===== config.mk =====
export PLATFORM = sky130hd
export DESIGN_NAME = irq_aggregator
export DESIGN_NICKNAME = d
export VERILOG_FILES = /design/src/rtl/irq_agg_pkg.sv /design/src/rtl/irq_agg_bus_fsm.sv /design/src/rtl/irq_agg_regs.sv /design/src/rtl/irq_agg_out.sv /design/src/rtl/irq_aggregator.sv
export SDC_FILE = /design/constraint.sdc
export NUM_CORES = 1
export LEC_CHECK = 0
export BUFFER_PORTS_ARGS = -buffer_cell sky130_fd_sc_hd__buf_2
export CORE_ASPECT_RATIO = 1.5
export CORE_MARGIN = 3
export CORE_UTILIZATION = 55
export DETAILED_ROUTE_END_ITERATION = 8
export MAX_ROUTING_LAYER = met4
export PLACE_DENSITY = 0.83
export REMOVE_ABC_BUFFERS = 1
export SETUP_SLACK_MARGIN = 0.4
export SLEW_MARGIN = 40
export SYNTH_ARGS = -nofsm -noshare
export SYNTH_HDL_FRONTEND = slang
export SYNTH_HIERARCHICAL = 1
export SYNTH_SLANG_ARGS = --single-unit

===== constraint.sdc =====
create_clock -name clk -period 1.8 [get_ports clk]
set_input_delay 0.27 -clock clk [delete_from_list [all_inputs] [get_ports clk]]
set_output_delay 0.27 -clock clk [all_outputs]
set_load 0.05 [all_outputs]

===== src/rtl/irq_agg_pkg.sv =====
package irq_agg_pkg;

    typedef enum logic [1:0] {
        PH_IDLE  = 2'd0,
        PH_WRITE = 2'd1,
        PH_READ  = 2'd2
    } bus_phase_e;

    typedef enum logic [3:0] {
        RS_STATUS,
        RS_RAW,
        RS_MASK_SET,
        RS_MASK_CLR,
        RS_SW_SET,
        RS_SW_CLR,
        RS_ROUTE_SET,
        RS_ROUTE_CLR,
        RS_NONE
    } reg_sel_e;

    localparam int unsigned WORD_STATUS    = 0;
    localparam int unsigned WORD_RAW       = 1;
    localparam int unsigned WORD_MASK_SET  = 2;
    localparam int unsigned WORD_MASK_CLR  = 3;
    localparam int unsigned WORD_SW_SET    = 4;
    localparam int unsigned WORD_SW_CLR    = 5;
    localparam int unsigned WORD_ROUTE_SET = 8;
    localparam int unsigned WORD_ROUTE_CLR = 9;

    function automatic reg_sel_e decode_word(input int unsigned w);
        reg_sel_e r;
        case (w)
            WORD_STATUS:    r = RS_STATUS;
            WORD_RAW:       r = RS_RAW;
            WORD_MASK_SET:  r = RS_MASK_SET;
            WORD_MASK_CLR:  r = RS_MASK_CLR;
            WORD_SW_SET:    r = RS_SW_SET;
            WORD_SW_CLR:    r = RS_SW_CLR;
            WORD_ROUTE_SET: r = RS_ROUTE_SET;
            WORD_ROUTE_CLR: r = RS_ROUTE_CLR;
            default:        r = RS_NONE;
        endcase
        return r;
    endfunction

endpackage


===== src/rtl/irq_agg_bus_fsm.sv =====
module irq_agg_bus_fsm
    import irq_agg_pkg::*;
#(
    parameter int unsigned ADDR_W = 12
) (
    input  logic              clk,
    input  logic              rst_n,
    input  logic              sel,
    input  logic              wr_en,
    input  logic [ADDR_W-1:0] addr,
    output bus_phase_e        phase,
    output reg_sel_e          acc_sel,
    output logic              wr_stb,
    output logic              rd_stb
);
    localparam int unsigned WORD_W = ADDR_W - 2;

    bus_phase_e phase_q;
    bus_phase_e phase_d;
    logic [WORD_W-1:0] word_idx;

    assign word_idx = addr[ADDR_W-1:2];

    always_comb begin
        phase_d = PH_IDLE;
        unique case (phase_q)
            PH_IDLE, PH_WRITE, PH_READ: begin
                if (sel && wr_en)       phase_d = PH_WRITE;
                else if (sel && !wr_en) phase_d = PH_READ;
                else                    phase_d = PH_IDLE;
            end
            default: phase_d = PH_IDLE;
        endcase
    end

    always_ff @(posedge clk or negedge rst_n) begin
        if (!rst_n) phase_q <= PH_IDLE;
        else        phase_q <= phase_d;
    end

    always_comb begin
        wr_stb  = sel && wr_en;
        rd_stb  = sel && !wr_en;
        acc_sel = decode_word(int'(word_idx));
        phase   = phase_q;
    end

endmodule


===== src/rtl/irq_agg_regs.sv =====
module irq_agg_regs
    import irq_agg_pkg::*;
#(
    parameter int unsigned N_IRQ    = 32,
    parameter int unsigned ROUTE_LO = 21,
    parameter int unsigned ROUTE_HI = 30
) (
    input  logic             clk,
    input  logic             rst_n,
    input  logic [N_IRQ-1:0] irq_in,
    input  logic             wr_stb,
    input  logic             rd_stb,
    input  reg_sel_e         acc_sel,
    input  logic [N_IRQ-1:0] wdata,
    output logic [N_IRQ-1:0] level_q,
    output logic [N_IRQ-1:0] mask_q,
    output logic [N_IRQ-1:0] route_q,
    output logic [N_IRQ-1:0] level_d,
    output logic [N_IRQ-1:0] mask_d,
    output logic [N_IRQ-1:0] route_d,
    output logic [N_IRQ-1:0] rd_q
);
    logic [N_IRQ-1:0] route_allow;
    logic [N_IRQ-1:0] rd_val;

    for (genvar i = 0; i < N_IRQ; i++) begin : g_allow
        assign route_allow[i] = (i >= ROUTE_LO) && (i <= ROUTE_HI);
    end

    assign level_d = irq_in;

    always_comb begin
        mask_d  = mask_q;
        route_d = route_q;
        if (wr_stb) begin
            unique case (acc_sel)
                RS_MASK_SET:  mask_d  = mask_q | wdata;
                RS_MASK_CLR:  mask_d  = mask_q & ~wdata;
                RS_SW_SET:    if (|wdata) mask_d[0] = 1'b1;
                RS_SW_CLR:    if (|wdata) mask_d[0] = 1'b0;
                RS_ROUTE_SET: route_d = route_q | (wdata & route_allow);
                RS_ROUTE_CLR: route_d = route_q & ~wdata;
                RS_STATUS, RS_RAW, RS_NONE: ;
                default: ;
            endcase
        end
    end

    always_comb begin
        rd_val = '0;
        unique case (acc_sel)
            RS_STATUS:    rd_val = level_q & mask_q;
            RS_RAW:       rd_val = level_q;
            RS_MASK_SET:  rd_val = mask_q;
            RS_SW_SET:    rd_val[0] = level_q[0];
            RS_ROUTE_SET: rd_val = route_q;
            RS_MASK_CLR, RS_SW_CLR, RS_ROUTE_CLR, RS_NONE: rd_val = '0;
            default: rd_val = '0;
        endcase
    end

    always_ff @(posedge clk or negedge rst_n) begin
        if (!rst_n) begin
            level_q <= '0;
            mask_q  <= '0;
            route_q <= '0;
            rd_q    <= '0;
        end else begin
            level_q <= level_d;
            mask_q  <= mask_d;
            route_q <= route_d;
            if (rd_stb) rd_q <= rd_val;
        end
    end

endmodule


===== src/rtl/irq_agg_out.sv =====
module irq_agg_out #(
    parameter int unsigned N_IRQ    = 32,
    parameter int unsigned ROUTE_LO = 21,
    parameter int unsigned ROUTE_HI = 30
) (
    input  logic             clk,
    input  logic             rst_n,
    input  logic [N_IRQ-1:0] level_d,
    input  logic [N_IRQ-1:0] mask_d,
    input  logic [N_IRQ-1:0] route_d,
    output logic             irq_combined,
    output logic [N_IRQ-1:0] irq_route
);
    always_ff @(posedge clk or negedge rst_n) begin
        if (!rst_n) irq_combined <= 1'b0;
        else        irq_combined <= |(level_d & mask_d);
    end

    for (genvar i = 0; i < N_IRQ; i++) begin : g_route
        if ((i >= ROUTE_LO) && (i <= ROUTE_HI)) begin : g_live
            always_ff @(posedge clk or negedge rst_n) begin
                if (!rst_n) irq_route[i] <= 1'b0;
                else        irq_route[i] <= level_d[i] & route_d[i];
            end
        end else begin : g_tied
            assign irq_route[i] = 1'b0;
        end
    end

endmodule


===== src/rtl/irq_aggregator.sv =====
module irq_aggregator
    import irq_agg_pkg::*;
#(
    parameter int unsigned ADDR_W   = 12,
    parameter int unsigned N_IRQ    = 32,
    parameter int unsigned ROUTE_LO = 21,
    parameter int unsigned ROUTE_HI = 30
) (
    input  logic              clk,
    input  logic              rst_n,
    input  logic              sel,
    input  logic              wr_en,
    input  logic [ADDR_W-1:0] addr,
    input  logic [N_IRQ-1:0]  wdata,
    output logic [N_IRQ-1:0]  rdata,
    input  logic [N_IRQ-1:0]  irq_in,
    output logic              irq_combined,
    output logic [N_IRQ-1:0]  irq_route
);
    bus_phase_e       phase;
    reg_sel_e         acc_sel;
    logic             wr_stb;
    logic             rd_stb;
    logic [N_IRQ-1:0] level_q, mask_q, route_q;
    logic [N_IRQ-1:0] level_d, mask_d, route_d;
    logic [N_IRQ-1:0] rd_q;

    irq_agg_bus_fsm #(.ADDR_W(ADDR_W)) u_fsm (
        .clk    (clk),
        .rst_n  (rst_n),
        .sel    (sel),
        .wr_en  (wr_en),
        .addr   (addr),
        .phase  (phase),
        .acc_sel(acc_sel),
        .wr_stb (wr_stb),
        .rd_stb (rd_stb)
    );

    irq_agg_regs #(.N_IRQ(N_IRQ), .ROUTE_LO(ROUTE_LO), .ROUTE_HI(ROUTE_HI)) u_regs (
        .clk    (clk),
        .rst_n  (rst_n),
        .irq_in (irq_in),
        .wr_stb (wr_stb),
        .rd_stb (rd_stb),
        .acc_sel(acc_sel),
        .wdata  (wdata),
        .level_q(level_q),
        .mask_q (mask_q),
        .route_q(route_q),
        .level_d(level_d),
        .mask_d (mask_d),
        .route_d(route_d),
        .rd_q   (rd_q)
    );

    irq_agg_out #(.N_IRQ(N_IRQ), .ROUTE_LO(ROUTE_LO), .ROUTE_HI(ROUTE_HI)) u_out (
        .clk         (clk),
        .rst_n       (rst_n),
        .level_d     (level_d),
        .mask_d      (mask_d),
        .route_d     (route_d),
        .irq_combined(irq_combined),
        .irq_route   (irq_route)
    );

    assign rdata = (phase == PH_READ) ? rd_q : '0;

endmodule


# Word-level counts from Yosys, hierarchy flattened
# Memories as Yosys holds them, arrays and structs flattened.
# Index checks and enable logic that the tools add are counted.
[word_totals]
register_bits = 141
latchBits = 0
ram_bits = 0
romBits = 64
in_bits = 80
out_inout_bits = 65
word_cells = 70
n_memories = 1
[op_classes]
addsub = 0
mul = 0
n_div = 0
n_lt_le_gt_ge = 0
n_eq_ne = 9
n_shift = 0
mux = 14
bitwise = 17
reduce_logical = 12
[memory_table]
columns = ["memory", "words", "width", "rd", "rd_ports_with_merged_regs", "write_ports", "line", "text"]
rows = [
  ["(no name shown)", 16, 4, 1, 0, 0, "irq_agg_pkg.sv:32", "case (w)"],
]
[op_table]
columns = ["cell", "count"]
rows = [
  ["32-bit AND", 4],
  ["31-bit one-hot mux with 4 select lines", 1],
  ["32-bit 2-to-1 mux", 2],
  ["32-bit one-hot mux with 2 select lines", 1],
  ["32-bit OR reduction", 2],
  ["31-bit one-hot mux with 2 select lines", 1],
  ["32-bit NOT", 1],
  ["32-bit by 31-bit bitwise OR with 32-bit output", 1],
  ["32-bit bitwise OR", 1],
  ["31-bit 2-to-1 mux", 1],
  ["4-bit by 3-bit == test with 1-bit output, second input constant", 4],
  ["1-bit AND", 10],
  ["4-bit by 2-bit == test with 1-bit output, second input constant", 2],
  ["1-bit one-hot mux with 4 select lines", 2],
  ["6-bit logical NOT", 1],
  ["2-bit 2-to-1 mux", 3],
  ["4-bit by 1-bit == test with 1-bit output, second input constant", 1],
  ["4-bit logical NOT", 1],
  ["4-bit 2-to-1 mux", 1],
  ["3-bit OR reduction", 1],
  ["2-bit by 1-bit == test with 1-bit output, second input constant", 1],
  ["2-bit == test, second input constant", 1],
  ["1-bit logical AND", 2],
  ["2-bit logical NOT", 1],
  ["other kinds (5)", 6],
]

# Logic depth before layout (Yosys ltp)
[logic_depth]
depth_word = 7
mapped_depth = 10
depth_no_buf = 9

# Hierarchy
# The synthesis kept the hierarchy.
[by_module_without_submodules]
columns = ["mod", "instances", "cells_per_inst", "area_each_um2", "seq_area_each_um2"]
rows = [
  ["irq_agg_regs", 1, 499, 5461.5, 3203.1],
  ["irq_agg_out", 1, 65, 669.4, 275.3],
  ["irq_aggregator", 1, 38, 357.8, 0.0],
  ["irq_agg_bus_fsm", 1, 16, 153.9, 50.0],
]

# Worst setup path after synthesis
# No wires, ideal clock.
[synth_path]
path_kind = "input to register"
from = "input addr[7]"
to = "register u_out.irq_combined"
setup_ns = 0.138
t_arrival_ns = 3.265
t_required_ns = 1.662
slack_ns = -1.603
path_stages = 9
n_path_buf = 1
path_cell_list = "or4_4 -> nor4_1 -> nor3_2 -> nand2_1 -> clkbuf_1 -> o21ai_1 -> a22oi_1 -> nand4_1 -> or4_1"
[synth_between]
elab_chain_cells = 7
word_cells_on_any_way = 11
classes_between = "eq/ne: 4; mux: 4; bitwise: 1; reduce/logical: 2"
[synth_rtl]
columns = ["item", "line", "text"]
rows = [
  ["start, declared", "irq_aggregator.sv:13", "input logic [ADDR_W-1:0] addr,"],
  ["6-bit logical NOT *", "irq_agg_pkg.sv:32", ""],
  ["4-bit 2-to-1 mux *", "irq_agg_pkg.sv:32", ""],
  ["named net acc_sel[2]", "irq_aggregator.sv:21", "reg_sel_e acc_sel;"],
  ["4-bit by 2-bit == test with 1-bit output", "irq_agg_regs.sv:36", "unique case (acc_sel)"],
  ["31-bit one-hot mux with 2 select lines *", "irq_agg_regs.sv:36", ""],
  ["32-bit 2-to-1 mux *", "irq_agg_regs.sv:35", "if (wr_stb) begin"],
  ["named net mask_d[12]", "irq_aggregator.sv:25", "logic [N_IRQ-1:0] level_d, mask_d, route_d;"],
  ["32-bit AND *", "irq_agg_out.sv:16", "else irq_combined <= |(level_d & mask_d);"],
  ["32-bit OR reduction *", "irq_agg_out.sv:16", ""],
  ["end signal, assigned", "irq_agg_out.sv:16", ""],
  ["end, declared", "irq_agg_out.sv:11", "output logic irq_combined,"],
]
# Mark *: on every way through the listed nets, which the timed path passes. The rest lies on a longest branch.
# A chain may end at the register's enable or synchronous reset.

# Final worst setup path
[layout_path]
from = "input addr[8]"
to = "register u_out.irq_combined"
[layout_between]
elab_chain_cells = 7
word_cells_on_any_way = 11
classes_between = "eq/ne: 4; mux: 4; bitwise: 1; reduce/logical: 2"
[layout_rtl]
columns = ["item", "line"]
rows = [
  ["6-bit logical NOT *", "irq_agg_pkg.sv:32"],
  ["4-bit 2-to-1 mux *", "irq_agg_pkg.sv:32"],
  ["named net acc_sel[2]", "irq_aggregator.sv:21"],
  ["4-bit by 3-bit == test with 1-bit output / 4-bit by 2-bit == test with 1-bit output (equally long branches)", "irq_agg_regs.sv:36"],
  ["1-bit one-hot mux with 4 select lines *", "irq_agg_regs.sv:36"],
  ["32-bit 2-to-1 mux *", "irq_agg_regs.sv:35"],
  ["named net mask_d[0]", "irq_aggregator.sv:25"],
  ["32-bit AND *", "irq_agg_out.sv:16"],
  ["32-bit OR reduction *", "irq_agg_out.sv:16"],
]
# Marked as above.

==> impl_table.tex <==
\begin{tabular}{lr}
\hline
Metric & Value \\
\hline
\multicolumn{2}{l}{\textbf{Worst setup path}} \\
CP top delay family & simple AND/OR/NAND/NOR gates \\
Critical Path AT & about 3.4 ns \\
Highest fanout seen on the critical path & 3 \\
Buffer and inverter count on the worst path & 3 \\
Critical path's slowest cell & sky130\_fd\_sc\_hd\_\_or4\_4 \\
Critical Path Source Type & input port \\
Critical path class & in2reg \\
CP endpoint kind & flop \\
Required time at the endpoint of the critical path & roughly 2.1 ns \\
Longest individual stage delay on the worst path & around 0.57 ns \\
Critical path, cell by cell & buf\_6 > or4\_4 > buf\_6 > nor4\_4 > buf\_4 > nor3b\_4 > o21ai\_0 > a21oi\_1 > nand3\_1 > a22oi\_2 > nand4\_1 > or4\_4 \\
\multicolumn{2}{l}{\textbf{Synthesis}} \\
Mean instance size in the synthesized netlist & about 11 um2 \\
Leading post-synthesis cells by instance count & 141 x sky130\_fd\_sc\_hd\_\_dfrtp\_1, 57 x sky130\_fd\_sc\_hd\_\_buf\_4, 51 x sky130\_fd\_sc\_hd\_\_o21ai\_1, 49 x sky130\_fd\_sc\_hd\_\_o21a\_1 \\
Cell area after technology mapping & roughly 6600 um2 \\
Flop and latch count out of synthesis & $\sim$140 \\
Proportion of netlist area held by the largest area contributor & 53.1\% \\
Cell variety after synth & 46 \\
Sequential cell area fraction in the yosys report & between 50\% and 60\% \\
Yosys Warn Count & 6 \\
Synthesized netlist cell count & 618 \\
Most repeated cell in the gate-level netlist after synthesis & sky130\_fd\_sc\_hd\_\_dfrtp\_1 \\
Area contributors post-synth & sky130\_fd\_sc\_hd\_\_dfrtp\_1 53\%, sky130\_fd\_sc\_hd\_\_buf\_4 6.4\%, sky130\_fd\_sc\_hd\_\_o21a\_1 5.5\% \\
Fraction of synthesis flops using an asynchronous set or reset pin & 100\% \\
Dominant cell type by area after synthesis & sky130\_fd\_sc\_hd\_\_dfrtp\_1 \\
Number of flops mapped to enable cells by yosys & 0 \\
Most used DFF post-synth & sky130\_fd\_sc\_hd\_\_dfrtp\_1 \\
\multicolumn{2}{l}{\textbf{CTS}} \\
Clk sinks & between 100 and 150 \\
TritonCTS clock tree & built \\
Clock-pin slew of the registers on the worst-case setup and hold paths & approximately 0.060 ns \\
Level count of the clock H-tree & 4 \\
Buffer cell driving the clock tree root & sky130\_fd\_sc\_hd\_\_clkbuf\_16 \\
Clock Tree Buf Depth & 2 \\
Clock insertion delay at the later pin of the skew report & about 0.43 ns \\
Clock buffers created by TritonCTS & 17 \\
\multicolumn{2}{l}{\textbf{STA}} \\
Setup repair after global routing missed its margin & yes \\
Post-route setup slack & -1.26 ns \\
Fin crit share & 170\% \\
Total count of hold-check failures in the final report & 1 \\
Timing-limited maximum frequency & $\sim$0.33 GHz \\
Final Skew & a little over 0.006 ns \\
Final Max Tran Viols & 0 \\
Hold slack final & -0.0176 ns \\
Worst relative slew slack & approximately half \\
Final number of setup-violating endpoints & around 110 \\
Measured slew at the worst slew-check pin & between 0.7 and 0.8 ns \\
Fin crit period & a little over 3 ns \\
\multicolumn{2}{l}{\textbf{Die}} \\
Floorplan die height & about 140 um \\
Die outline width & $\sim$96 um \\
Initial cell density of the core & $\sim$57\% \\
Io pins & roughly 150 \\
Total Die Area & approximately 13,000 um2 \\
Row Count & 48 \\
Core box area & $\sim$12,000 um2 \\
\multicolumn{2}{l}{\textbf{Drt}} \\
Iteration count of the initial detailed-routing pass & 9 \\
Routed wire length per instance & roughly 31 um \\
Via count & between 7,000 and 8,000 \\
First DRT Iteration DRCs & 1,325 \\
Count of unresolved DRC violations after routing & 24 \\
Post-detailed-route count of antenna-violating nets & 0 \\
Vias/cell & between 7 and 8 \\
Final WL & around 32 mm \\
\multicolumn{2}{l}{\textbf{Outcome}} \\
Failing checks & DRC, hold timing, setup timing \\
Outcome & finished, violations left \\
\multicolumn{2}{l}{\textbf{GRT}} \\
Antenna violations before repair & 0 \\
Final global-route overflow total & 0 \\
Global-route wire length before repair & 36.2 mm \\
Maximum number of pins on one net before global-route repair & 55 \\
All-layer global routing usage & a little under two fifths \\
Number of global-route vias before repair & slightly below 7,000 \\
\multicolumn{2}{l}{\textbf{Cells and area}} \\
Fillers & roughly 470 \\
Diode insertion count for antenna repair & 0 \\
Final cell area excluding filler cells & 10,300 um2 \\
Number of standard cells in the layout, taps in and fillers out & 1,037 \\
Synth-to-Final Area Change & 54.5\% \\
Net count reported at finish & approximately 960 \\
Fraction of final layout cells sized beyond drive strength 1 & around 50\% \\
\multicolumn{2}{l}{\textbf{Placed design}} \\
Instance count after placement with tap cells included & $\sim$930 \\
Cell area after placement & approximately 7900 um2 \\
Final Wtd Congestion & slightly above 0.9 \\
Number of input and output port buffers inserted & 120 \\
Placed wire-length estimate & around 15 mm \\
\multicolumn{2}{l}{\textbf{Power}} \\
Peak ir drop on the vdd network & just under 0.8 mV \\
Leakage dissipation & around 4.7 nW \\
Power Density & $\sim$710 nW/um2 \\
Total Power & around 7.3 mW \\
\multicolumn{2}{l}{\textbf{Worst hold path}} \\
Path class of the lowest-slack min-delay path & in2reg \\
\multicolumn{2}{l}{\textbf{Flow run}} \\
Max Cap Viol & 0 \\
\hline
\end{tabular}
==> final timing paths <==
kind | startpoint | endpoint | slack, ns | depth (start not counted)
worst max-delay path | addr[8] | u_out/irq_combined | -1.26 | 12
worst min-delay path | irq_in[0] | u_regs/level_q[0] | -0.02 | 1
worst max register to register | u_regs/mask_q[0] | u_out/irq_combined | -0.26 | 7
worst min register to register | u_regs/route_q[11] | u_regs/route_q[11] | 0.49 | 1
max in group asynchronous | rst_n | u_regs/route_q[11] | 0.77 | 3
min in group asynchronous | rst_n | u_regs/rd_q[15] | 0.38 | 2
==> registers in the layout, summed over array words and instances, names as in the netlist <==
register,count
u_regs/rd_q,32
u_out/irq_combined,1
u_out/irq_route,10
u_fsm/phase,2
u_regs/route_q,32
u_regs/level_q,32
u_regs/mask_q,32
==> routing by layer <==
| layer | track usage [%] | wire, um | vias to the layer above |
|---|---|---|---|
| li1 | - | - | 2721 |
| met1 | 40.0 | 9880 | 3473 |
| met2 | 58.0 | 14700 | 850 |
| met3 | 7.90 | 4240 | 330 |
| met4 | 29.4 | 3350 | 0 |
| met5 | - | 0 | - |
==> final cells by class <==
class	instances	area [um2]	share of cell area, %
repair buffers	312	2870	28.0
well taps	150	188	1.83
multi-input cells	367	3000	29.2
clock buffers	22	464	4.52
inverters	37	139	1.35
clock inverters	8	68.8	0.670
flip-flops and latches	141	3530	34.4
==> placed cells by master, fill, tap and decap left out, types with 8 or more instances in the layout <==
cell type / Yosys / final
sky130_fd_sc_hd__dfrtp_1: 141 / 139
sky130_fd_sc_hd__buf_4: 57 / 113
sky130_fd_sc_hd__buf_2: 9 / 86
sky130_fd_sc_hd__o21a_1: 49 / 49
sky130_fd_sc_hd__inv_1: 37 / 37
sky130_fd_sc_hd__o21ai_2: 0 / 37
sky130_fd_sc_hd__buf_8: 0 / 36
sky130_fd_sc_hd__nand2_1: 37 / 33
sky130_fd_sc_hd__and3b_2: 32 / 32
sky130_fd_sc_hd__buf_6: 3 / 31
sky130_fd_sc_hd__a222oi_1: 31 / 31
sky130_fd_sc_hd__o22ai_1: 31 / 31
sky130_fd_sc_hd__dlygate4sd3_1: 0 / 25
sky130_fd_sc_hd__clkbuf_16: 0 / 24
sky130_fd_sc_hd__conb_1: 1 / 22
sky130_fd_sc_hd__o21ai_1: 51 / 15
sky130_fd_sc_hd__buf_12: 0 / 14
sky130_fd_sc_hd__o21ai_4: 0 / 12
sky130_fd_sc_hd__and2_1: 12 / 9
sky130_fd_sc_hd__a22oi_1: 14 / 9
sky130_fd_sc_hd__nor4_1: 11 / 8
==> report_power, final <==
group	switching [mW]	internal (mW)	total, mW
Combinational	0.452	0.254	0.706
Clock	1.37	1.94	3.31
Sequential	0.0363	3.21	3.25
==> per-stage QoR <==
stage,hold slack (ns),setup TNS [ns],setup WS [ns],util [%]
after global placement,0.251,-90.76,-1.30,68.0
after CTS,0.000607,-41.97,-0.973,78.6
after floorplan,-0.0256,-427.84,-4.44,-
after detailed placement,0.262,-103.42,-1.52,68.0
final,-0.0176,-65.55,-1.26,88.1
after global routing,-0.0290,-65.47,-1.25,88.1
==> kinds of logic (layout without fill, tap and decap cells) <==
group / Yosys count / after routing / synth area share, %
other: 1 / 22 / 0.0565
multiplexers: 3 / 3 / 0.509
XOR/XNOR: 2 / 2 / 0.264
buffers and inverters: 131 / 379 / 11.1
AND/OR/NAND/NOR: 129 / 129 / 12.9
adder cells (fa/ha/maj): 1 / 1 / 0.151
flip-flops: 141 / 141 / 53.1
AO/OA/AOI/OAI: 210 / 210 / 21.9
==> what timing repair did <==
item,4_1_cts,5_1_grt
hold buffers,24,1
hold endpoints to repair,72,1
gates cloned,0,11
buffers inserted,6,34
endpoints found under the setup margin,139,139
pin swaps,2,41
resized for setup,125,140
(Power assumes the default switching activity.)
